`src/rtl/ilv_cap_pkg.sv`:
```
package ilv_cap_pkg;
  typedef enum logic {
    HALF_EVEN = 1'b0,
    HALF_ODD  = 1'b1
  } half_sel_e;

  function automatic half_sel_e half_for_phase(input logic phase, input logic invert);
    return (phase ^ invert) ? HALF_ODD : HALF_EVEN;
  endfunction
endpackage

```
`src/rtl/ilv_clk_div.sv`:
```
module ilv_clk_div (
  input  logic clk,
  input  logic rst_n,
  output logic phase_o,
  output logic conv_clk_o
);
  logic phase_q, phase_d;
  logic pin_q, pin_d;

  always_comb begin
    phase_d = ~phase_q;
    pin_d   = phase_q;
  end

  // pin register reset high: pin level in cycle c matches phase in cycle c+1
  always_ff @(posedge clk or negedge rst_n) begin
    if (!rst_n) begin
      phase_q <= 1'b0;
      pin_q   <= 1'b1;
    end else begin
      phase_q <= phase_d;
      pin_q   <= pin_d;
    end
  end

  assign phase_o    = phase_q;
  assign conv_clk_o = pin_q;
endmodule

```
`src/rtl/ilv_in_pipe.sv`:
```
module ilv_in_pipe #(
  parameter int HALF_W = 8
) (
  input  logic              clk,
  input  logic              rst_n,
  input  logic [HALF_W-1:0] bus_i,
  output logic [HALF_W-1:0] bus_q_o,
  output logic              live_o
);
  logic [HALF_W-1:0] bus_q;
  logic              live_q;

  always_ff @(posedge clk or negedge rst_n) begin
    if (!rst_n) begin
      bus_q  <= '0;
      live_q <= 1'b0;
    end else begin
      bus_q  <= bus_i;
      live_q <= 1'b1;
    end
  end

  assign bus_q_o = bus_q;
  assign live_o  = live_q;
endmodule

```
`src/rtl/ilv_half_scatter.sv`:
```
module ilv_half_scatter #(
  parameter int HALF_W  = 8,
  parameter int ODD_POS = 0
) (
  input  logic [HALF_W-1:0]   half_i,
  output logic [2*HALF_W-1:0] spread_o
);
  localparam int OFS = (ODD_POS != 0) ? 1 : 0;

  for (genvar i = 0; i < HALF_W; i++) begin : g_bit
    assign spread_o[2*i + OFS]     = half_i[i];
    assign spread_o[2*i + 1 - OFS] = 1'b0;
  end
endmodule

```
`src/rtl/ilv_merge.sv`:
```
module ilv_merge
  import ilv_cap_pkg::*;
#(
  parameter int HALF_W    = 8,
  parameter int PHASE_INV = 0
) (
  input  logic                clk,
  input  logic                rst_n,
  input  logic                phase_i,
  input  logic                live_i,
  input  logic [2*HALF_W-1:0] even_spread_i,
  input  logic [2*HALF_W-1:0] odd_spread_i,
  output logic [2*HALF_W-1:0] sample_o,
  output logic                sample_vld_o
);
  localparam int   SAMPLE_W = 2 * HALF_W;
  localparam logic INV      = (PHASE_INV != 0);

  half_sel_e           cur_half;
  logic                even_en, odd_en, sample_en;
  logic [SAMPLE_W-1:0] even_q, odd_q, sample_q, sample_d;
  logic                have_even_q, have_even_d;
  logic                pair_q, pair_d;
  logic                vld_q, vld_d;

  always_comb begin
    cur_half    = half_for_phase(phase_i, INV);
    even_en     = live_i && (cur_half == HALF_EVEN);
    odd_en      = live_i && (cur_half == HALF_ODD);
    have_even_d = have_even_q | even_en;
    pair_d      = odd_en & have_even_q;
    sample_en   = pair_q;
    sample_d    = even_q | odd_q;
    vld_d       = pair_q;
  end

  always_ff @(posedge clk or negedge rst_n) begin
    if (!rst_n) begin
      even_q      <= '0;
      odd_q       <= '0;
      have_even_q <= 1'b0;
      pair_q      <= 1'b0;
      sample_q    <= '0;
      vld_q       <= 1'b0;
    end else begin
      if (even_en)   even_q   <= even_spread_i;
      if (odd_en)    odd_q    <= odd_spread_i;
      if (sample_en) sample_q <= sample_d;
      have_even_q <= have_even_d;
      pair_q      <= pair_d;
      vld_q       <= vld_d;
    end
  end

  assign sample_o     = sample_q;
  assign sample_vld_o = vld_q;
endmodule

```
`src/rtl/ilv_adc_capture.sv`:
```
module ilv_adc_capture #(
  parameter int HALF_W    = 8,
  parameter int PHASE_INV = 0
) (
  input  logic                clk,
  input  logic                rst_n,
  input  logic [HALF_W-1:0]   adc_data_i,
  output logic                conv_clk_o,
  output logic [2*HALF_W-1:0] sample_o,
  output logic                sample_vld_o
);
  localparam int SAMPLE_W = 2 * HALF_W;

  logic                phase;
  logic                live;
  logic [HALF_W-1:0]   bus_q;
  logic [SAMPLE_W-1:0] even_spread, odd_spread;

  ilv_clk_div u_div (
    .clk        (clk),
    .rst_n      (rst_n),
    .phase_o    (phase),
    .conv_clk_o (conv_clk_o)
  );

  ilv_in_pipe #(.HALF_W(HALF_W)) u_pipe (
    .clk     (clk),
    .rst_n   (rst_n),
    .bus_i   (adc_data_i),
    .bus_q_o (bus_q),
    .live_o  (live)
  );

  ilv_half_scatter #(.HALF_W(HALF_W), .ODD_POS(0)) u_even (
    .half_i   (bus_q),
    .spread_o (even_spread)
  );

  ilv_half_scatter #(.HALF_W(HALF_W), .ODD_POS(1)) u_odd (
    .half_i   (bus_q),
    .spread_o (odd_spread)
  );

  ilv_merge #(.HALF_W(HALF_W), .PHASE_INV(PHASE_INV)) u_merge (
    .clk           (clk),
    .rst_n         (rst_n),
    .phase_i       (phase),
    .live_i        (live),
    .even_spread_i (even_spread),
    .odd_spread_i  (odd_spread),
    .sample_o      (sample_o),
    .sample_vld_o  (sample_vld_o)
  );
endmodule

```
`config.mk`:
```
export PLATFORM = sky130hd
export DESIGN_NAME = ilv_adc_capture
export DESIGN_NICKNAME = d
export VERILOG_FILES = /design/src/rtl/ilv_cap_pkg.sv /design/src/rtl/ilv_clk_div.sv /design/src/rtl/ilv_in_pipe.sv /design/src/rtl/ilv_half_scatter.sv /design/src/rtl/ilv_merge.sv /design/src/rtl/ilv_adc_capture.sv
export SDC_FILE = /design/constraint.sdc
export NUM_CORES = 1
export LEC_CHECK = 0
export CAP_MARGIN = 20
export CORE_UTILIZATION = 50
export CTS_BUF_LIST = sky130_fd_sc_hd__clkbuf_8 sky130_fd_sc_hd__clkbuf_16
export CTS_CLUSTER_DIAMETER = 150
export DETAILED_ROUTE_END_ITERATION = 10
export PLACE_DENSITY = 0.72
export SLEW_MARGIN = 40
export SYNTH_ARGS = -nofsm -noshare
export SYNTH_HDL_FRONTEND = slang
export SYNTH_HIERARCHICAL = 1
export SYNTH_SLANG_ARGS = --single-unit
```
`constraint.sdc`:
```
create_clock -name clk -period 1.3 [get_ports clk]
set_input_delay 0.26 -clock clk [delete_from_list [all_inputs] [get_ports clk]]
set_output_delay 0.26 -clock clk [all_outputs]
set_load 0.1 [all_outputs]
```
# Word level (Yosys, flattened, before mapping)

Cells that the tools add are included.

Flip-flop bits (word level): 46
Input port bits: 10

Multiplexer cells: 1
Reduce and logical (&&, ||, !) cells: 2
Bitwise gates (word level): 5

Operators with widths:

| operator                     | number |
|---|---|
| bitwise OR 15 x 16 -> 16 bit | 1 |
| logical AND 1 bit            | 2 |
| inverter 1 bit               | 2 |
| AND 1 bit                    | 1 |
| 2-to-1 mux 1 bit             | 1 |
| bitwise OR 1 bit             | 1 |

# Depth between registers and ports, before layout

Gate-level depths: netlist of run 1.

Word-level depth: 4
Gate-level depth with buffers: 4
Gate-level depth less buffers: 2

# Modules after synthesis

Netlist of run 1, hierarchy kept.

By module, submodules not included:

| module           | cells each | area each (sq um) | instances |
|---|---|---|---|
| ilv_merge        | 141        | 1,949.4           | 1 |
| ilv_half_scatter | 17         | 123.9             | 2 |
| ilv_in_pipe      | 10         | 229.0             | 1 |
| ilv_clk_div      | 3          | 55.1              | 1 |

# Least setup slack after synthesis of run 1

No wires, ideal clock.

Path kind: register to register
Start point: reg u_div.phase_q, in the netlist u_div/phase_o
End point: reg u_merge.even_q[0]
Clock period less this slack: 1.237 ns
Required time: 1.175 ns
Stages on the path, launching flop included: 5
Path slack: 0.063 ns
Data arrival time: 1.111 ns
Path through: dfrtp_1 nor2b_4 buf_6 buf_6 mux2_4

Cells in the longest elaborated chain, start to end: 3

Ends and longest elaborated chain:

| element                  | RTL line          | text |
|---|---|---|
| start: declaration       | ilv_clk_div.sv:7  | `logic phase_q, phase_d;` |
| start signal: assignment | ilv_clk_div.sv:21 | `phase_q <= phase_d;` |
| 2-to-1 mux 1 bit         | ilv_cap_pkg.sv:8  | `return (phase ^ invert) ? HALF_ODD : HALF_EVEN;` |
| inverter 1 bit           | ilv_merge.sv:28   | `even_en = live_i && (cur_half == HALF_EVEN);` |
| logical AND 1 bit        | ilv_merge.sv:28   |  |
| end signal: assignment   | ilv_merge.sv:46   | `if (even_en) even_q <= even_spread_i;` |
| end: declaration         | ilv_merge.sv:21   | `logic [SAMPLE_W-1:0] even_q, odd_q, sample_q, sample_d;` |

Every way passes these cells.
A chain may end at the register's enable or synchronous reset.

# Final worst setup path of run 1

Start point: reg u_div.pin_q, in the netlist u_div/conv_clk_o
End point: out conv_clk_o

RTL lines:

| element                  | RTL line             | text |
|---|---|---|
| start: declaration       | ilv_clk_div.sv:8     | `logic pin_q, pin_d;` |
| start signal: assignment | ilv_clk_div.sv:22    | `pin_q <= pin_d;` |
| end: declaration         | ilv_adc_capture.sv:8 | `output logic conv_clk_o,` |

No word-level cell between the ends.

==> summary.txt, run 1 <==
Status
  • Run status: complete, but fails checks
  • Violated checks: negative setup slack

Critical path
  • CP Launch Type: flip-flop
  • Worst stage delay on the critical path: around 0.56 ns
  • CP Capture Type: output pin
  • Cells on worst reg2reg path: 3
  • Startpoint of the worst register-to-register path: u_div/phase_o
  • Class of the most critical setup path: flip-flop to output pin
  • Worst path top cell family by delay: flip-flops
  • Req. time, crit path: roughly 1.0 ns
  • Cell type of the slowest stage on the worst timing path: sky130_fd_sc_hd__dfstp_2
  • Cell chain of the critical path: buf_12
  • Worst-case register-to-register setup slack: ~0.040 ns
  • Number of buffers and inverters on the critical path: 1
  • Worst reg2reg endpoint: u_merge/even_q[15]
  • Arrival time at the worst endpoint: roughly 1.1 ns
  • Highest net fanout along the worst path: 1

Cells and area
  • Number of nets in the layout: 220
  • Number of antenna repair diodes: 0
  • Syn-to-layout area delta: 26.0%
  • Fraction of final layout cells with drive strength greater than 1: 0.367

Synth
  • Cell taking the most area after synthesis: sky130_fd_sc_hd__dfrtp_1
  • Ranking of synthesized cells by area: sky130_fd_sc_hd__dfrtp_1 (62%), sky130_fd_sc_hd__mux2_2 (10%), sky130_fd_sc_hd__buf_4 (9.7%)
  • Share of synthesized area occupied by flip-flops and latches: 0.626
  • Number of synthesized register bits: 62
  • Synth Area per Inst: about 13 um2
  • Mapped Cells: ~190
  • Area share of the leading cell type in the synthesized netlist: 0.615
  • Count of warnings emitted by yosys: 6
  • Number of distinct standard cells referenced by the synthesized netlist: 15
  • Area of the mapped netlist: 2480 um2

Detailed routing
  • First-iteration detailed-routing DRC count: 70
  • ANT nets after route: 0
  • Overall routed net length: just over 4000 um
  • Pre-Repair DR Iteration Count: 4
  • Total via count after detailed routing: ~1300
  • Vias per Instance: ~4.7
  • Count of unresolved DRC violations after routing: 0
  • Final routed wire length divided by cell count: 14.3 um

Power and ir drop
  • Overall Power: 0.00513 W
  • Proportion of total power due to net switching: 0.292
  • Internal Dissipation: 0.00363 W
  • Power share of the combinational group: 0.200
  • PD cells: 1640 nW/um2
  • Worst voltage drop across the vdd grid: about 0.8 mV
  • Sequential share of power: 0.437
  • Switching Power: 0.00150 W
  • Leakage dissipation: roughly 1.4 nW
  • Proportion of power drawn by the clock network: 0.364

Global routing
  • Combined global-route utilization of all metal layers: 0.186
  • Final global-route overflow total: 0
  • Via count of the first global-routing pass: between 1500 and 2000
  • Maximum number of pins on one net before global-route repair: 30
  • Global-route wire length before repair: 6910 um
  • Antenna violations before repair: 0

Hold path
  • Worst Min Path Start: adc_data_i[6]
  • Hold Path Cell Cnt: 1
  • Hold Path Sink: u_pipe/bus_q_o[6]
  • Path class of the lowest-slack min-delay path: input pin to flip-flop

Timing
  • Final critical-path setup slack: -0.0387 ns
  • Final critical delay including setup and external delays: between 1 and 1.5 ns
  • Fin. Hold Viols: 0
  • Final period util: 1.03
  • Setup TNS: -0.0387 ns
  • Max Slew Vio Count: 0
  • RSZ-0062 raised after global routing: true
  • Maximum clock frequency: around 750 MHz
  • Count of final setup violators: 1
  • Setup clock skew after layout: roughly 0.0066 ns

Clock tree
  • Total of cells resized after clock tree synthesis: 0
  • CTS max path bufs: 2
  • Clock tree from TritonCTS: done
  • Clock sink count: 62
  • CTS root buf: sky130_fd_sc_hd__clkbuf_8
  • Number of clock buffers inserted by TritonCTS: 9
  • H-tree depth: 3
  • Clock slew seen by the registers of the worst setup and hold paths: about 0.07 ns
  • Worst-Skew Late Latency: 0.34 ns

Floorplanning
  • Std-Cell Core Area: about 4800 um2
  • Cell row count: 25
  • Starting Density: 0.522
  • Ports placed on the boundary: 28
  • DIE HEIGHT: between 70 and 80 um
  • Die area: ~5200 um2
  • Die extent in x: 72.4 um

Flow run
  • Number of violations of the max-capacitance limit: 0

Placement
  • Post-DP HPWL: approximately 2800 um
  • Weighted congestion reported at the end of routability-driven placement: 0.714
  • Number of port buffers: 27
-- cell usage after synthesis (all sizes together) --
library cell  number
a21oi             16
conb               3
nor2              32
nand2              1
buf               35
mux2              32
or2                1
and3               1
dfrtp             61
clkbuf             3
inv                1
nor2b              1
dfstp              1
-- state kept, by name, summed over array words and instances, names as in the netlist --
register              cells
u_div/conv_clk_o          1
u_div/phase_o             1
u_merge/even_q           16
u_merge/have_even_q       1
u_merge/odd_q            16
u_merge/pair_q            1
u_merge/sample_o         16
u_merge/sample_vld_o      1
u_pipe/bus_q_o            8
u_pipe/live_o             1
-- timing repair --
| item | in CTS | in global routing |
|---|---|---|
| pin swaps | 0 | 0 |
| setup endpoints to repair | 1 | 1 |
| endpoints found under the hold margin | 14 | 0 |
| hold buffers | 1 | 0 |
| setup buffers | 0 | 0 |
-- cell type report --
class                      count  area [um2]
fill                         360        1630
sequential                    62        1550
multi-input combinational    101         692
timing repair buffer          35         571
clock buffer                  10         138
clock inverter                 6        85.1
tap                           67        83.8
inverter                       1        3.75
-- worst reg2reg max path, stage by stage (launching register included) --
cell and delay, ns:
sky130_fd_sc_hd__dfrtp_1 0.45, sky130_fd_sc_hd__nor2b_4 0.20, sky130_fd_sc_hd__buf_12 0.15, sky130_fd_sc_hd__mux2_2 0.34
-- cells by family after synthesis --
logic type | synth area share
compound gates | 0.0323
buf+inv | 0.116
flops | 0.626
mux | 0.159
other cells | 0.00454
simple gates | 0.0620
-- routing by layer --
layer  GRT usage  share of wire  vias to the layer above
met5           0              0                        -
met4      0.0741          0.016                        0
met3      0.0833          0.045                        8
met2       0.308           0.53                       27
met1       0.210           0.41                      689
li1            -              -                      606
-- worst max path at each step --
stage,startpoint,end,depth (start not counted)
floorplan,u_div/phase_o,u_merge/even_q[0],4
global placement,u_div/phase_o,u_merge/even_q[14],3
CTS,u_div/conv_clk_o,conv_clk_o,1
global route,u_div/conv_clk_o,conv_clk_o,1
finish,u_div/conv_clk_o,conv_clk_o,1
detailed placement,u_div/phase_o,u_merge/even_q[10],3
-- stage by stage --
stage	util	area, um2	setup slack (ns)	cells	hold WS, ns
3_3_place_gp	0.608	2890	0.0992	265	0.202
6_report	0.657	3130	-0.0387	282	0.362
2_1_floorplan	-	2530	0.0635	202	-0.0356
3_5_place_dp	0.608	2890	0.0436	265	0.219
4_1_cts	0.657	3130	-0.0510	282	0.356
5_1_grt	0.657	3130	-0.0675	282	0.350
-- power by group through the flow --
stage	Clock (W)	Combinational, W	Sequential [W]
CTS	0.00191	0.00103	0.00224
detailed placement	0	0.00103	0.00227
global placement	0	0.00100	0.00226
finish	0.00186	0.00103	0.00224
floorplan	0	0.000261	0.00266
global route	0.00200	0.00107	0.00226
-- cell usage in the layout (no fill, tap or decap) --
cell                              instances
sky130_fd_sc_hd__clkbuf_8                10
sky130_fd_sc_hd__dfrtp_1                 61
sky130_fd_sc_hd__a21oi_1                 16
sky130_fd_sc_hd__buf_2                    1
sky130_fd_sc_hd__or2_2                    1
sky130_fd_sc_hd__dfstp_2                  1
sky130_fd_sc_hd__mux2_2                  23
sky130_fd_sc_hd__conb_1                  17
sky130_fd_sc_hd__clkdlybuf4s50_1          8
sky130_fd_sc_hd__mux2_4                   9
sky130_fd_sc_hd__clkinvlp_4               2
sky130_fd_sc_hd__nor2_1                  32
sky130_fd_sc_hd__clkinv_2                 2
sky130_fd_sc_hd__inv_1                    1
sky130_fd_sc_hd__bufinv_16                2
sky130_fd_sc_hd__dlygate4sd3_1            1
sky130_fd_sc_hd__nand2_2                  1
sky130_fd_sc_hd__nor2b_4                  1
sky130_fd_sc_hd__and3_2                   1
sky130_fd_sc_hd__buf_4                    2
sky130_fd_sc_hd__buf_12                  23
No activity file was read; power rests on OpenSTA's default activity.
==> run 2, diff against run 1 <==
--- a/config.mk
+++ b/config.mk
@@ -6,6 +6,7 @@
 export NUM_CORES = 1
 export LEC_CHECK = 0
 export CAP_MARGIN = 20
+export CORE_ASPECT_RATIO = 0.7
 export CORE_UTILIZATION = 50
 export CTS_BUF_LIST = sky130_fd_sc_hd__clkbuf_8 sky130_fd_sc_hd__clkbuf_16
 export CTS_CLUSTER_DIAMETER = 150
==> summary.txt, run 2 (synthesized netlist as in run 1, its figures left out) <==
Timing
  • Count of final setup violators: 1 (unchanged)
  • Setup clock skew after layout: 0.00843 ns (was 0.00662 ns)
  • Final critical delay including setup and external delays: 1.32 ns (was 1.34 ns)
  • Hold Slack: 0.354 ns (was 0.362 ns)
  • Fin. Hold Viols: 0 (unchanged)
  • Max Slew Vio Count: 0 (unchanged)
  • Final period util: 1.02 (was 1.03)
  • Maximum clock frequency: 756 MHz (was 747 MHz)
  • RSZ-0062 raised after global routing: true (unchanged)
  • Final critical-path setup slack: -0.0236 ns (was -0.0387 ns)

Hold path
  • Path class of the lowest-slack min-delay path: input pin to async pin (was input pin to flip-flop)

Clock tree
  • CTS max path bufs: 2 (unchanged)
  • Worst-Skew Late Latency: 0.34 ns (about the same)
  • Clock slew seen by the registers of the worst setup and hold paths: 0.07 ns (about the same)
  • Setup repair bufs after CTS: 0 (unchanged)
  • CTS root buf: sky130_fd_sc_hd__clkbuf_8 (unchanged)
  • H-tree depth: 3 (unchanged)
  • Total of cells resized after clock tree synthesis: 0 (unchanged)
  • Clock tree from TritonCTS: done (unchanged)
  • Number of clock buffers inserted by TritonCTS: 9 (unchanged)
  • Clock sink count: 62 (unchanged)

Global routing
  • Via count of the first global-routing pass: 1338 (was 1503)
  • Final global-route overflow total: 0 (unchanged)
  • Global-route wire length before repair: 6240 um (was 6910 um)
  • Combined global-route utilization of all metal layers: 0.170 (was 0.186)
  • Antenna violations before repair: 0 (unchanged)
  • Maximum number of pins on one net before global-route repair: 29 (was 30)

Placement
  • Instance count after placement with tap cells included: 268 (was 265)
  • Number of port buffers: 27 (unchanged)
  • Weighted congestion reported at the end of routability-driven placement: 0.694 (was 0.714)
  • Post-DP HPWL: 2650 um (was 2760 um)
  • Setup Slack @ Placement: 0.0635 ns (was 0.0436 ns)

Floorplanning
  • Die extent in x: 86.2 um (was 72.4 um)
  • Starting Density: 0.519 (was 0.522)
  • Ports placed on the boundary: 28 (unchanged)
  • Cell row count: 21 (was 25)
  • Die area: 5250 um2 (about the same)
  • DIE HEIGHT: 60.9 um (was 72.4 um)
  • Std-Cell Core Area: 4780 um2 (was 4750 um2)

Detailed routing
  • Vias per Instance: 4.43 (was 4.72)
  • Count of unresolved DRC violations after routing: 0 (unchanged)
  • Overall routed net length: 3750 um (was 4040 um)
  • Final routed wire length divided by cell count: 13.2 um (was 14.3 um)
  • Pre-Repair DR Iteration Count: 4 (unchanged)
  • First-iteration detailed-routing DRC count: 29 (was 70)
  • Total via count after detailed routing: 1263 (was 1330)
  • ANT nets after route: 0 (unchanged)

Cells and area
  • Layout filler cell count: 356 (was 360)
  • Area taken by flip-flops and latches: 1550 um2 (unchanged)
  • Syn-to-layout area delta: 26.5% (was 26.0%)
  • Final core area utilization: 0.656 (was 0.657)
  • Footprint of the multi-input gates: 692 um2 (unchanged)
  • Number of nets in the layout: 221 (was 220)
  • Most common cell after layout, fill and taps aside: sky130_fd_sc_hd__dfrtp_1 (unchanged)
  • Number of standard cells in the layout, taps in and fillers out: 285 (was 282)
  • Fraction of final layout cells with drive strength greater than 1: 0.366 (was 0.367)
  • Number of antenna repair diodes: 0 (unchanged)
  • Most frequent cells in the layout: sky130_fd_sc_hd__dfrtp_1 (61), sky130_fd_sc_hd__nor2_1 (32), sky130_fd_sc_hd__mux2_2 (23) (was sky130_fd_sc_hd__dfrtp_1 (61), sky130_fd_sc_hd__nor2_1 (32), sky130_fd_sc_hd__buf_12 (23), sky130_fd_sc_hd__mux2_2 (23), sky130_fd_sc_hd__conb_1 (17))

Critical path
  • Number of buffers and inverters on the critical path: 1 (unchanged)
  • CP Launch Type: flip-flop (unchanged)
  • Req. time, crit path: 1.04 ns (about the same)
  • CP Capture Type: output pin (unchanged)
  • Cell chain of the critical path: buf_12 (unchanged)
  • Cell type of the slowest stage on the worst timing path: sky130_fd_sc_hd__dfstp_2 (unchanged)
  • Worst path top cell family by delay: flip-flops (unchanged)
  • Worst stage delay on the critical path: 0.56 ns (about the same)
  • Highest net fanout along the worst path: 1 (unchanged)
  • Class of the most critical setup path: flip-flop to output pin (unchanged)
  • Arrival time at the worst endpoint: 1.06 ns (was 1.08 ns)

Status
  • Run status: complete, but fails checks (unchanged)
  • Violated checks: negative setup slack (unchanged)

Power and ir drop
  • Worst voltage drop across the vdd grid: 0.817 mV (was 0.805 mV)
  • Overall Power: 0.00524 W (was 0.00513 W)
  • Leakage dissipation: 1.42 nW (was 1.41 nW)
  • PD cells: 1670 nW/um2 (was 1640 nW/um2)

Flow run
  • Number of violations of the max-capacitance limit: 0 (unchanged)
run 2: changes by cell type in the layout (fill, tap and decap cells not counted):
| cell | before | now |
|---|---|---|
| sky130_fd_sc_hd__clkinv_2 | 2 | 1 |
| sky130_fd_sc_hd__clkbuf_8 | 10 | 9 |
| sky130_fd_sc_hd__buf_12 | 23 | 22 |
| sky130_fd_sc_hd__inv_1 | 1 | 2 |
| sky130_fd_sc_hd__buf_4 | 2 | 4 |
| sky130_fd_sc_hd__bufinv_16 | 2 | 3 |
run 2: path summary, 6_finish.rpt:
check	startpoint	to	slack (ns)	cells past startpoint
min in group clk	adc_data_i[4]	u_pipe/bus_q_o[4]	0.36	1
worst max-delay path	u_div/conv_clk_o	conv_clk_o	-0.02	1
max in group asynchronous	rst_n	u_div/conv_clk_o	0.45	3
worst min register to register	u_merge/have_even_q	u_merge/have_even_q	0.47	1
worst min-delay path	rst_n	u_merge/sample_o[4]	0.35	2
worst max register to register	u_div/phase_o	u_merge/even_q[4]	0.06	3
run 2: routing by layer:
| metal | wire length, um | GRT usage |
|---|---|---|
| met5 | 0 | 0 |
| met4 | 55 | 0.0643 |
| met3 | 200 | 0.0871 |
| met2 | 1790 | 0.270 |
| met1 | 1700 | 0.202 |
run 2: area by class of cell:
cell class,count,area share
Sequential cell,62,0.495
Tap cell,69,0.0275
Timing Repair Buffer,36,0.180
Clock inverter,7,0.0363
Inverter,1,0.00120
Clock buffer,9,0.0395
Multi-Input combinational cell,101,0.220
run 2: what timing repair did:
| item | CTS | global route |
|---|---|---|
| endpoints found under the setup margin | 1 | 1 |
| hold buffers | 1 | 0 |
| endpoints found under the hold margin | 9 | 0 |
run 2: power breakdown:
group          switching, W  internal [W]  total [W]
sequential         0.000133       0.00211    0.00224
clock              0.000718       0.00126    0.00198
combinational      0.000613      0.000404    0.00102
total               0.00146       0.00377    0.00524
run 2: worst reg2reg max path, cell delays in order (launching register included):
cell and delay [ns]:
sky130_fd_sc_hd__dfrtp_1 0.45, sky130_fd_sc_hd__nor2b_4 0.20, sky130_fd_sc_hd__buf_4 0.18, sky130_fd_sc_hd__mux2_4 0.31
run 2: metrics by stage:
step	TNS [ns]	cell area, um2
after floorplan	0	2530
final	-0.0236	3140
after global placement	0	2890
after CTS	-0.0482	3140
after detailed placement	0	2890
after global routing	-0.0596	3140
==> run 3, diff against run 2 <==
--- a/config.mk
+++ b/config.mk
@@ -11,7 +11,7 @@
 export CTS_BUF_LIST = sky130_fd_sc_hd__clkbuf_8 sky130_fd_sc_hd__clkbuf_16
 export CTS_CLUSTER_DIAMETER = 150
 export DETAILED_ROUTE_END_ITERATION = 10
-export PLACE_DENSITY = 0.72
+export PLACE_DENSITY_LB_ADDON = 0.2
 export SLEW_MARGIN = 40
 export SYNTH_ARGS = -nofsm -noshare
 export SYNTH_HDL_FRONTEND = slang
==> summary.txt, run 3 (synthesized netlist as in run 1, its figures left out) <==
Status
  • Run status: complete, but fails checks (unchanged)
  • Violated checks: negative setup slack (unchanged)

Detailed routing
  • Count of unresolved DRC violations after routing: 0 (unchanged)
  • Vias per Instance: 4.47 (was 4.43)
  • Overall routed net length: 3730 um (was 3750 um)
  • ANT nets after route: 0 (unchanged)
  • Total via count after detailed routing: 1279 (was 1263)
  • First-iteration detailed-routing DRC count: 110 (was 29)
  • Pre-Repair DR Iteration Count: 4 (unchanged)
  • Final routed wire length divided by cell count: 13.0 um (was 13.2 um)

Critical path
  • CP Capture Type: output pin (unchanged)
  • Cell chain of the critical path: buf_12 (unchanged)
  • Worst path top cell family by delay: flip-flops (unchanged)
  • Class of the most critical setup path: flip-flop to output pin (unchanged)
  • Arrival time at the worst endpoint: 1.07 ns (was 1.06 ns)
  • Cells on worst reg2reg path: 3 (unchanged)
  • Worst-case register-to-register setup slack: 0.07 ns (was 0.06 ns)
  • Highest net fanout along the worst path: 1 (unchanged)
  • Cell type of the slowest stage on the worst timing path: sky130_fd_sc_hd__dfstp_2 (unchanged)
  • Req. time, crit path: 1.04 ns (about the same)
  • Number of buffers and inverters on the critical path: 1 (unchanged)
  • Worst stage delay on the critical path: 0.56 ns (about the same)
  • Startpoint of the worst register-to-register path: u_div/phase_o (unchanged)
  • Worst reg2reg endpoint: u_merge/even_q[10] (was u_merge/even_q[4])
  • Total stage count of the critical path: 1 (unchanged)
  • CP Launch Type: flip-flop (unchanged)

Global routing
  • Final global-route overflow total: 0 (unchanged)
  • Combined global-route utilization of all metal layers: 0.171 (was 0.170)
  • Antenna violations before repair: 0 (unchanged)
  • GRT met3 Usage: 0.0830 (was 0.0871)
  • Global Route met2 Usage: 0.274 (was 0.270)
  • Grt met1 use: 0.208 (was 0.202)
  • Global-route wire length before repair: 6320 um (was 6240 um)
  • Via count of the first global-routing pass: 1329 (was 1338)
  • Most used routing layer: met2 (unchanged)
  • Maximum number of pins on one net before global-route repair: 63 (was 29)

Cells and area
  • Fraction of final layout cells with drive strength greater than 1: 0.369 (was 0.366)
  • Most frequent cells in the layout: sky130_fd_sc_hd__dfrtp_1 (60), sky130_fd_sc_hd__nor2_1 (32), sky130_fd_sc_hd__mux2_2 (23) (was sky130_fd_sc_hd__dfrtp_1 (61), sky130_fd_sc_hd__nor2_1 (32), sky130_fd_sc_hd__mux2_2 (23))
  • Post-Layout Inst Area: 3050 um2 (was 3140 um2)
  • Number of antenna repair diodes: 0 (unchanged)
  • Number of standard cells in the layout, taps in and fillers out: 286 (was 285)
  • Number of nets in the layout: 222 (was 221)
  • Most common cell after layout, fill and taps aside: sky130_fd_sc_hd__dfrtp_1 (unchanged)
  • Final core area utilization: 0.637 (was 0.656)
  • Syn-to-layout area delta: 22.8% (was 26.5%)
  • Layout filler cell count: 377 (was 356)

Floorplanning
  • Cell row count: 21 (unchanged)
  • Ports placed on the boundary: 28 (unchanged)
  • Die area: 5250 um2 (unchanged)
  • Std-Cell Core Area: 4780 um2 (unchanged)
  • Die extent in x: 86.2 um (unchanged)
  • Starting Density: 0.519 (unchanged)
  • DIE HEIGHT: 60.9 um (unchanged)

Hold path
  • Worst Min Path Start: adc_data_i[2]
  • Hold Path Sink: u_pipe/bus_q_o[2]
  • Hold Path Cell Cnt: 1
  • Path class of the lowest-slack min-delay path: input pin to flip-flop (was input pin to async pin)

Timing
  • Final critical delay including setup and external delays: 1.33 ns (was 1.32 ns)
  • Maximum clock frequency: 754 MHz (was 756 MHz)
  • Final period util: 1.02 (about the same)
  • Final critical-path setup slack: -0.0258 ns (was -0.0236 ns)
  • Hold Slack: 0.362 ns (was 0.354 ns)
  • Max Slew Vio Count: 0 (unchanged)
  • RSZ-0062 raised after global routing: true (unchanged)
  • Count of final setup violators: 1 (unchanged)
  • Fin. Hold Viols: 0 (unchanged)
  • Setup clock skew after layout: 0.00778 ns (was 0.00843 ns)

Clock tree
  • CTS max path bufs: 2 (unchanged)
  • CTS root buf: sky130_fd_sc_hd__clkbuf_8 (unchanged)
  • Clock tree from TritonCTS: done (unchanged)
  • Clock slew seen by the registers of the worst setup and hold paths: 0.07 ns (about the same)
  • Clock sink count: 62 (unchanged)
  • H-tree depth: 3 (unchanged)
  • Worst-Skew Late Latency: 0.33 ns (was 0.34 ns)
  • Number of clock buffers inserted by TritonCTS: 9 (unchanged)

Placement
  • Area after DPL: 2850 um2 (was 2890 um2)
  • Post-DP HPWL: 2440 um (was 2650 um)
  • Weighted congestion reported at the end of routability-driven placement: 0.707 (was 0.694)
  • Number of port buffers: 27 (unchanged)
  • Instance count after placement with tap cells included: 267 (was 268)

Power and ir drop
  • Worst voltage drop across the vdd grid: 0.885 mV (was 0.817 mV)
  • Leakage dissipation: 1.39 nW (was 1.42 nW)
  • PD cells: 1530 nW/um2 (was 1670 nW/um2)

Flow run
  • Number of violations of the max-capacitance limit: 0 (unchanged)
-- run 3: cell count changes in the layout (fill, tap and decap cells not counted), sizes merged --
| cell | previous run | this run |
|---|---|---|
| buf | 27 | 28 |
| bufinv | 3 | 0 |
| clkbuf | 9 | 10 |
| clkinv | 1 | 3 |
| clkinvlp | 2 | 1 |
| inv | 2 | 3 |
-- run 3: area by class of cell --
| type | count | area, um2 | area share |
|---|---|---|---|
| Timing Repair Buffer | 37 | 543 | 0.178 |
| Clock buffer | 10 | 138 | 0.0452 |
| Clock inverter | 6 | 30.0 | 0.00986 |
| Multi-Input combinational cell | 101 | 692 | 0.227 |
| Sequential cell | 62 | 1550 | 0.510 |
| Inverter | 1 | 3.75 | 0.00123 |
| Tap cell | 69 | 86.3 | 0.0283 |
-- run 3: how the worst max path moves through the flow --
| stage | start | end | slack [ns] |
|---|---|---|---|
| detailed placement | u_div/phase_o | u_merge/even_q[5] | 0.02 |
| finish | u_div/conv_clk_o | conv_clk_o | -0.03 |
| floorplan | u_div/phase_o | u_merge/even_q[0] | 0.06 |
| CTS | u_div/conv_clk_o | conv_clk_o | -0.04 |
| global placement | u_div/phase_o | u_merge/even_q[7] | 0.08 |
| global route | u_div/conv_clk_o | conv_clk_o | -0.06 |
-- run 3: report_power, final --
part	switching [W]	internal, W	total [W]
Combinational	0.000610	0.000399	0.00101
Sequential	0.000133	0.00211	0.00224
Clock	0.000687	0.000718	0.00140
-- run 3: metal layers --
| layer | share of wire | up-vias |
|---|---|---|
| li1 | - | 616 |
| met1 | 0.46 | 631 |
| met2 | 0.47 | 26 |
| met3 | 0.052 | 6 |
| met4 | 0.0096 | 0 |
| met5 | 0 | - |
-- run 3: repair_timing --
action	in CTS	in global routing
endpoints found under the hold margin	61	0
setup endpoints to repair	1	14
resized for setup	0	3
pin swaps	0	0
hold buffers	1	0
buffers inserted	0	2
cloned	0	0
-- run 3: per-stage QoR --
step	setup TNS, ns	setup WS [ns]	power, W
global placement	0	0.0769	0.00326
detailed placement	0	0.0240	0.00329
floorplan	0	0.0635	0.00293
CTS	-0.0410	-0.0410	0.00473
global route	-0.0567	-0.0567	0.00488
finish	-0.0258	-0.0258	0.00465
